===== src/rtl/lsnPkg.sv =====
package lsnPkg;

  typedef enum logic {
    ST_IDLE = 1'b0,
    ST_ACK  = 1'b1
  } lsnState_t;

  // strobes from control to datapath
  typedef struct packed {
    logic capture;  // latch the bus byte
    logic emit;     // forward it downstream
  } lsnStrobe_t;

endpackage


===== src/rtl/lsnDatapath.sv =====
module lsnDatapath
  import lsnPkg::*;
#(
  parameter int ADDR_W = 7,
  parameter int DIGITS = 3
) (
  input  logic                  clk,
  input  logic                  rstN,
  input  logic [ADDR_W-1:0]     busData,
  input  logic [ADDR_W-1:0]     devAddr,
  input  lsnStrobe_t            strobe,
  input  logic                  delayStart,
  input  logic [4*DIGITS-1:0]   delayBcd,
  input  logic                  msTick,
  output logic                  addrHit,
  output logic                  clrHit,
  output logic                  delayBusy,
  output logic                  charValid,
  output logic [ADDR_W-1:0]     charData
);

  localparam int CNT_W = $clog2(10**DIGITS);
  localparam logic [ADDR_W-1:0] CLR_CODE = ADDR_W'(63);

  logic [CNT_W-1:0] delayCnt;
  logic [CNT_W-1:0] delayLoad;

  assign addrHit   = (busData == devAddr);
  assign clrHit    = (busData == CLR_CODE);
  assign delayBusy = (delayCnt != '0);

  // BCD to binary, most significant digit first
  always_comb begin
    delayLoad = '0;
    for (int i = DIGITS - 1; i >= 0; i--) begin
      delayLoad = CNT_W'(delayLoad * CNT_W'(10)) + CNT_W'(delayBcd[i*4 +: 4]);
    end
  end

  always_ff @(posedge clk or negedge rstN) begin
    if (!rstN) begin
      delayCnt <= '0;
    end else if (delayStart) begin
      delayCnt <= delayLoad;
    end else if (msTick && delayBusy) begin
      delayCnt <= delayCnt - CNT_W'(1);
    end
  end

  always_ff @(posedge clk or negedge rstN) begin
    if (!rstN) begin
      charValid <= 1'b0;
      charData  <= '0;
    end else begin
      charValid <= strobe.emit;
      if (strobe.capture) charData <= busData;
    end
  end

  a_r10_delay_holds: assert property (@(posedge clk) disable iff (!rstN)
    (delayBusy && !msTick && !delayStart) |=> delayBusy);

  a_r6_char_matches_bus: assert property (@(posedge clk) disable iff (!rstN)
    strobe.emit |=> (charValid && charData == $past(busData)));

endmodule


===== src/rtl/lsnCtrl.sv =====
module lsnCtrl
  import lsnPkg::*;
(
  input  logic       clk,
  input  logic       rstN,
  input  logic       busAtn,
  input  logic       busRen,
  input  logic       dataValid,
  input  logic       downBusy,
  input  logic       addrHit,
  input  logic       clrHit,
  input  logic       delayBusy,
  output lsnStrobe_t strobe,
  output logic       rdyForData,
  output logic       dataAccepted,
  output logic       isAddressed,
  output logic       isRemote
);

  lsnState_t state;
  logic      accept;

  assign rdyForData   = (state == ST_IDLE) && !downBusy && !delayBusy;
  assign dataAccepted = (state == ST_ACK);
  assign accept       = rdyForData && dataValid;

  assign strobe.capture = accept;
  assign strobe.emit    = accept && !busAtn && isAddressed;

  always_ff @(posedge clk or negedge rstN) begin
    if (!rstN) begin
      state <= ST_IDLE;
    end else begin
      unique case (state)
        ST_IDLE: if (accept)     state <= ST_ACK;
        ST_ACK:  if (!dataValid) state <= ST_IDLE;
        default:                 state <= ST_IDLE;
      endcase
    end
  end

  always_ff @(posedge clk or negedge rstN) begin
    if (!rstN) begin
      isAddressed <= 1'b0;
    end else if (accept && busAtn) begin
      if (addrHit)     isAddressed <= 1'b1;
      else if (clrHit) isAddressed <= 1'b0;
    end
  end

  always_ff @(posedge clk or negedge rstN) begin
    if (!rstN) begin
      isRemote <= 1'b0;
    end else if (!busRen) begin
      isRemote <= 1'b0;
    end else if (accept && busAtn && addrHit) begin
      isRemote <= 1'b1;
    end
  end

  a_r2_accept_handshake: assert property (@(posedge clk) disable iff (!rstN)
    accept |=> (!rdyForData && dataAccepted));

  a_r3_dac_release: assert property (@(posedge clk) disable iff (!rstN)
    (dataAccepted && !dataValid) |=> !dataAccepted);

  a_r3_dac_hold: assert property (@(posedge clk) disable iff (!rstN)
    (dataAccepted && dataValid) |=> dataAccepted);

  a_r4_addr_set: assert property (@(posedge clk) disable iff (!rstN)
    (accept && busAtn && addrHit) |=> isAddressed);

  a_r11_local_on_ren_low: assert property (@(posedge clk) disable iff (!rstN)
    !busRen |=> !isRemote);

  a_r8_no_cmd_forward: assert property (@(posedge clk) disable iff (!rstN)
    busAtn |-> !strobe.emit);

endmodule


===== src/rtl/lsnFront.sv =====
module lsnFront
  import lsnPkg::*;
#(
  parameter int ADDR_W = 7,
  parameter int DIGITS = 3
) (
  input  logic                clk,
  input  logic                rstN,
  input  logic                busAtn,
  input  logic                busRen,
  input  logic                dataValid,
  input  logic [ADDR_W-1:0]   busData,
  input  logic [ADDR_W-1:0]   devAddr,
  input  logic                downBusy,
  input  logic                delayStart,
  input  logic [4*DIGITS-1:0] delayBcd,
  input  logic                msTick,
  output logic                rdyForData,
  output logic                dataAccepted,
  output logic                charValid,
  output logic [ADDR_W-1:0]   charData,
  output logic                isAddressed,
  output logic                isRemote
);

  lsnStrobe_t strobe;
  logic       addrHit;
  logic       clrHit;
  logic       delayBusy;

  lsnCtrl ctrl_i (
    .clk          (clk),
    .rstN         (rstN),
    .busAtn       (busAtn),
    .busRen       (busRen),
    .dataValid    (dataValid),
    .downBusy     (downBusy),
    .addrHit      (addrHit),
    .clrHit       (clrHit),
    .delayBusy    (delayBusy),
    .strobe       (strobe),
    .rdyForData   (rdyForData),
    .dataAccepted (dataAccepted),
    .isAddressed  (isAddressed),
    .isRemote     (isRemote)
  );

  lsnDatapath #(
    .ADDR_W (ADDR_W),
    .DIGITS (DIGITS)
  ) dp_i (
    .clk        (clk),
    .rstN       (rstN),
    .busData    (busData),
    .devAddr    (devAddr),
    .strobe     (strobe),
    .delayStart (delayStart),
    .delayBcd   (delayBcd),
    .msTick     (msTick),
    .addrHit    (addrHit),
    .clrHit     (clrHit),
    .delayBusy  (delayBusy),
    .charValid  (charValid),
    .charData   (charData)
  );

  a_r6_strobe_with_dac: assert property (@(posedge clk) disable iff (!rstN)
    charValid |-> (dataAccepted && isAddressed));

  a_r9_busy_no_accept: assert property (@(posedge clk) disable iff (!rstN)
    (downBusy && !dataAccepted) |=> !dataAccepted);

endmodule


===== config.mk =====
export PLATFORM = sky130hd
export DESIGN_NAME = lsnFront
export DESIGN_NICKNAME = d
export VERILOG_FILES = /design/src/rtl/lsnPkg.sv /design/src/rtl/lsnDatapath.sv /design/src/rtl/lsnCtrl.sv /design/src/rtl/lsnFront.sv
export SDC_FILE = /design/constraint.sdc
export NUM_CORES = 1
export LEC_CHECK = 0
export CORE_ASPECT_RATIO = 1.25
export CORE_UTILIZATION = 55
export CTS_BUF_LIST = sky130_fd_sc_hd__clkbuf_8
export DETAILED_ROUTE_END_ITERATION = 10
export DONT_BUFFER_PORTS = 1
export PLACE_DENSITY_LB_ADDON = 0.1
export SETUP_SLACK_MARGIN = 0.2
export SLEW_MARGIN = 20
export SYNTH_ARGS = -nofsm -noshare
export SYNTH_HDL_FRONTEND = slang
export SYNTH_SLANG_ARGS = --single-unit

===== constraint.sdc =====
create_clock -name clk -period 5.97 [get_ports clk]
set_clock_uncertainty 0.15 [all_clocks]
set_input_delay 0.8955 -clock clk [delete_from_list [all_inputs] [get_ports clk]]
set_output_delay 0.8955 -clock clk [all_outputs]
set_load 0.05 [all_outputs]

### After elaboration in Yosys (flattened, before gate mapping)

Index checks and enable logic that the tools add are counted.
Widths: inputs -> output; s select.

| storage, ports and cells | value |
|---|---|
| register bits after elaboration | 21 |
| input bits | 34 |
| output and inout port bits | 12 |
| word-level logic and storage cells | 39 |

| operators by class | value |
|---|---|
| add/sub/neg operators | 3 |
| multiply operators | 2 |
| eq/ne operators | 3 |
| mux-type cells | 9 |
| bitwise logic cells | 1 |
| reduce and logical (&&, ||, !) cells | 15 |

Operators with widths:

| operator | number |
|---|---|
| $add 10x4->10 | 2 |
| $mux 10 | 2 |
| $mul 10x3->9 const B | 1 |
| $reduce_bool 10->1 | 1 |
| $sub 10x1->10 const B | 1 |
| $logic_and 1x1->1 | 8 |
| $eq 7x6->1 const B | 1 |
| $eq 7x7->1 | 1 |
| $mul 4x3->7 const B | 1 |
| $mux 1 | 6 |
| $reduce_bool 2->1 | 2 |
| $logic_not 1->1 | 3 |
| $ne 2x1->1 const B | 1 |
| $pmux 1 s2 | 1 |
| $reduce_and 2->1 | 1 |
| $not 1->1 | 1 |

### Logic depth before layout (Yosys ltp)

| logic depth | value |
|---|---|
| word-level depth | 8 |
| depth in mapped cells | 14 |
| gate-level depth less buffers | 14 |

### Modules after synthesis

A second synthesis with hierarchy kept.

| second synthesis, totals | value |
|---|---|
| cell total of the unflattened synthesis | 181 |
| area, all modules | 1,808.0 sq um |

By module, submodules not included:

| module | instances | cells each | area an instance (sq um) | seq. area each (sq um) |
|---|---|---|---|---|
| lsnDatapath | 1 | 169 | 1,651.6 | 450.4 |
| lsnCtrl | 1 | 12 | 156.4 | 75.1 |

### Worst setup path after synthesis

Ideal clock, no wire load.

| timing | value |
|---|---|
| kind | input to register |
| start | input port delayBcd[9] |
| end | register dp_i.delayCnt[9] |
| library setup time | 0.118 ns |
| data arrival time | 3.875 ns |
| data required time | 5.702 ns |
| setup slack | 1.827 ns |
| stages on the path | 14 |
| path buffers | 0 |
| path through | ha_1 ha_1 fa_1 o211a_1 o21a_2 xnor2_1 ha_1 ha_1 nor2_1 a21oi_1 xor2_1 nand3_2 xnor3_1 a21o_1 |

| on the way | value |
|---|---|
| longest elaborated chain between the ends | 5 |

RTL lines:

| what | line | source |
|---|---|---|
| start, declared | lsnFront.sv:16 | `input logic [4*DIGITS-1:0] delayBcd,` |
| $mul 4x3->7 | lsnDatapath.sv:36 | `delayLoad = CNT_W'(delayLoad * CNT_W'(10)) + CNT_W'(delayBcd[i*4 +: 4]);` |
| $add 10x4->10 | lsnDatapath.sv:36 |  |
| $mul 10x3->9 | lsnDatapath.sv:36 |  |
| $add 10x4->10 | lsnDatapath.sv:36 |  |
| $mux 10 | lsnDatapath.sv:43 | `end else if (delayStart) begin` |
| end signal, assigned | lsnDatapath.sv:44 | `delayCnt <= delayLoad;` |
| end signal, assigned | lsnDatapath.sv:46 | `delayCnt <= delayCnt - CNT_W'(1);` |
| end, declared | lsnDatapath.sv:25 | `logic [CNT_W-1:0] delayCnt;` |

No other way between the ends.
A chain may end at the register's enable or synchronous reset.

### Worst setup path after layout

Ends and elaborated chain as after synthesis.

==> metrics.txt <==
async set-reset flop share out of synthesis 100%; pin count of the biggest net entering global routing 22; Mapped Nets approximately 240; final net count around 240; CTS clk-pin slew, worst paths around 80 ps; worst hold path type in2async; register area share after synthesis 28.4%; Post-synth EDFFs 0; gr ovfl total 0; cts bufs inserted 3; maximum operating frequency between 200 and 250 MHz; setup TNS 0 ps; RSZ-0062 raised after global routing false; status complete, no violations; Setup WS pre-CTS ~1700 ps; hold-fix buffers at CTS 0; most frequent cells in the layout ha_1, xnor2_1, dfrtp_1; Worst path top cell family by delay adder cells; Yosys reg bits 21; initial antenna violation count 0; fin. max-slew vios 0; Synth Flop Type dfrtp_1; Clock Sinks 21; Synth Area in Adders 19.2%; CTS tree built; CP cell instances ha_1 > ha_1 > fa_1 > o211a_1 > o21a_2 > xnor2_1 > ha_1 > ha_1 > nor2_1 > a21oi_1 > xor2_1 > nand3_2 > xnor3_1 > a21o_1; # diodes 0; drt pass-1 iters 4; core area roughly 3200 µm²; violation count after the first detailed-route iteration 17; Buf/Inv on CP 0; cell count after synthesis ~180; mean post-synth cell area between 10 and 15 µm²; Synth Area in XOR/XNOR 15.4%; Die Span Y 66.9 µm; share of cells above drive strength 1 approximately an eighth; slowest cell delay on critical path 540 ps; antenna viol nets, final 0; synth-to-layout area growth 5.00%; vias per cell between 5 and 6; # DRC 0; Pleak roughly 0.92 nW; clk root buf clkbuf_8; Hold Vio Cnt, Final 0; register area roughly 530 µm²; Cell Rows 23; latest clock arrival within the worst-skew pair 260 ps; vias in the first global route ~1.3k; final wirelength roughly 3200 µm; H-tree depth 1; clk buf depth 2; main combinational cell family by area after synthesis adder cells; mux cell area share after synthesis under 10%; Syn. warnings 0; GPL Wtd Cong 0.743; Post-Synthesis Cell Area 1850 µm²; wire per inst 14.6 µm; vias 1,262; slew margin rel. 64.0%; DIE AREA approximately 3600 µm²; CP most frequent cell ha_1; Slew @ Worst Pin 540 ps; setup repair bufs after CTS 0; Initial Util roughly 57%; port buffer count 0; IO Count 46; kind of critical path in2reg; Crit. End Element flip-flop; fin worst setup slack roughly 1900 ps; period utilization between 60% and 70%; fin crit period 4030 ps; PD cells about 340 nW/µm²; GRT Resource Usage Total 19.5%; placed wire-length estimate around 2600 µm; WP data arrival a little over 4000 ps; Max VDD drop 0.248 mV; first-pass GRT wire length 5210 µm; simple-gate share of the synthesized area roughly 18%; post-cts sizing count 0; Die Width 53.9 µm; filler cell count between 200 and 300; Crit Path Max Fanout 3; CP max stage cell fa_1; Required @ worst endpoint roughly 6000 ps; commonest non-fill, non-tap cell in the layout ha_1; final setup fails 0; area of the multi-input gates between 1000 and 1500 µm²; MaxCap Viol Count 0; Synth Area in Compound Gates approximately a tenth; Netlist cell types 39; startpoint types primary input
[per-layer routing]
metal	track usage [%]	wire, µm
met4	7.24	52
met3	1.83	114
met2	35.2	1730
met5	0	0
met1	22.7	1260
[cell families after synthesis]
group | Yosys count
AND/OR/NAND/NOR | 52
XOR/XNOR | 31
AO/OA/AOI/OAI | 29
adder cells (fa/ha/maj) | 26
flip-flops | 21
multiplexers | 10
buffers and inverters | 8
[registers in the layout (all words and copies together) (netlist names)]
signal               flops
dp_i.delayCnt           10
dp_i.charData            7
ctrl_i.dataAccepted      1
ctrl_i.isAddressed       1
ctrl_i.isRemote          1
dp_i.charValid           1
[synth_stat cells (all sizes together) (2+ instances only)]
| cell | n | area, µm² |
|---|---|---|
| ha | 22 | 275 |
| dfrtp | 21 | 526 |
| xnor2 | 21 | 184 |
| nand2 | 13 | 48.8 |
| nor2 | 9 | 41.3 |
| xor2 | 9 | 78.8 |
| a21oi | 8 | 47.6 |
| o21ai | 8 | 40.0 |
| a21o | 7 | 52.6 |
| mux2 | 7 | 105 |
| inv | 6 | 22.5 |
| nor3 | 6 | 41.3 |
| nand3 | 5 | 30.0 |
| nor3b | 5 | 42.5 |
| fa | 4 | 80.1 |
| nand4 | 4 | 40.0 |
| mux2i | 3 | 30.0 |
| o21a | 3 | 23.8 |
| clkbuf | 2 | 7.51 |
| nand2b | 2 | 12.5 |
| nand3b | 2 | 27.5 |
[through the flow]
stage	hold slack, ps	instance area, µm²	util [%]	instances	power, W
floorplan	396	1850	-	177	0.000525
global placement	416	1900	58.9	213	0.000565
detailed placement	435	1900	58.9	213	0.000575
CTS	163	1940	60.3	217	0.000671
global route	155	1940	60.3	217	0.000721
finish	167	1940	60.3	217	0.000664
[final cells by class]
| type | instances | share of cell area, % |
|---|---|---|
| multi-input combinational | 148 | 66.7 |
| sequential | 21 | 27.0 |
| tap | 37 | 2.38 |
| clock buffer | 3 | 2.12 |
| inverter | 6 | 1.16 |
| timing repair buffer | 1 | 0.386 |
| clock inverter | 1 | 0.257 |
[worst paths after layout]
path	start	to	slack (ps)	cells after the start
worst min register to register	dp_i.delayCnt[7]	dp_i.delayCnt[7]	450	2
worst max register to register	dp_i.delayCnt[0]	dp_i.charData[1]	3910	7
max in group asynchronous	rstN	dp_i.charData[0]	5430	0
min in group clk	dp_i.delayCnt[7]	dp_i.delayCnt[7]	450	2
worst min-delay path	rstN	ctrl_i.dataAccepted	170	0
worst max-delay path	delayBcd[9]	dp_i.delayCnt[9]	1940	14
[power by group]
part	switching (W)	internal, W	leakage [nW]
clock network	0.0000463	0.0000465	0.0255
registers	0.0000658	0.000178	0.269
logic	0.000161	0.000167	0.629
Power figures use the tool's default switching activity.
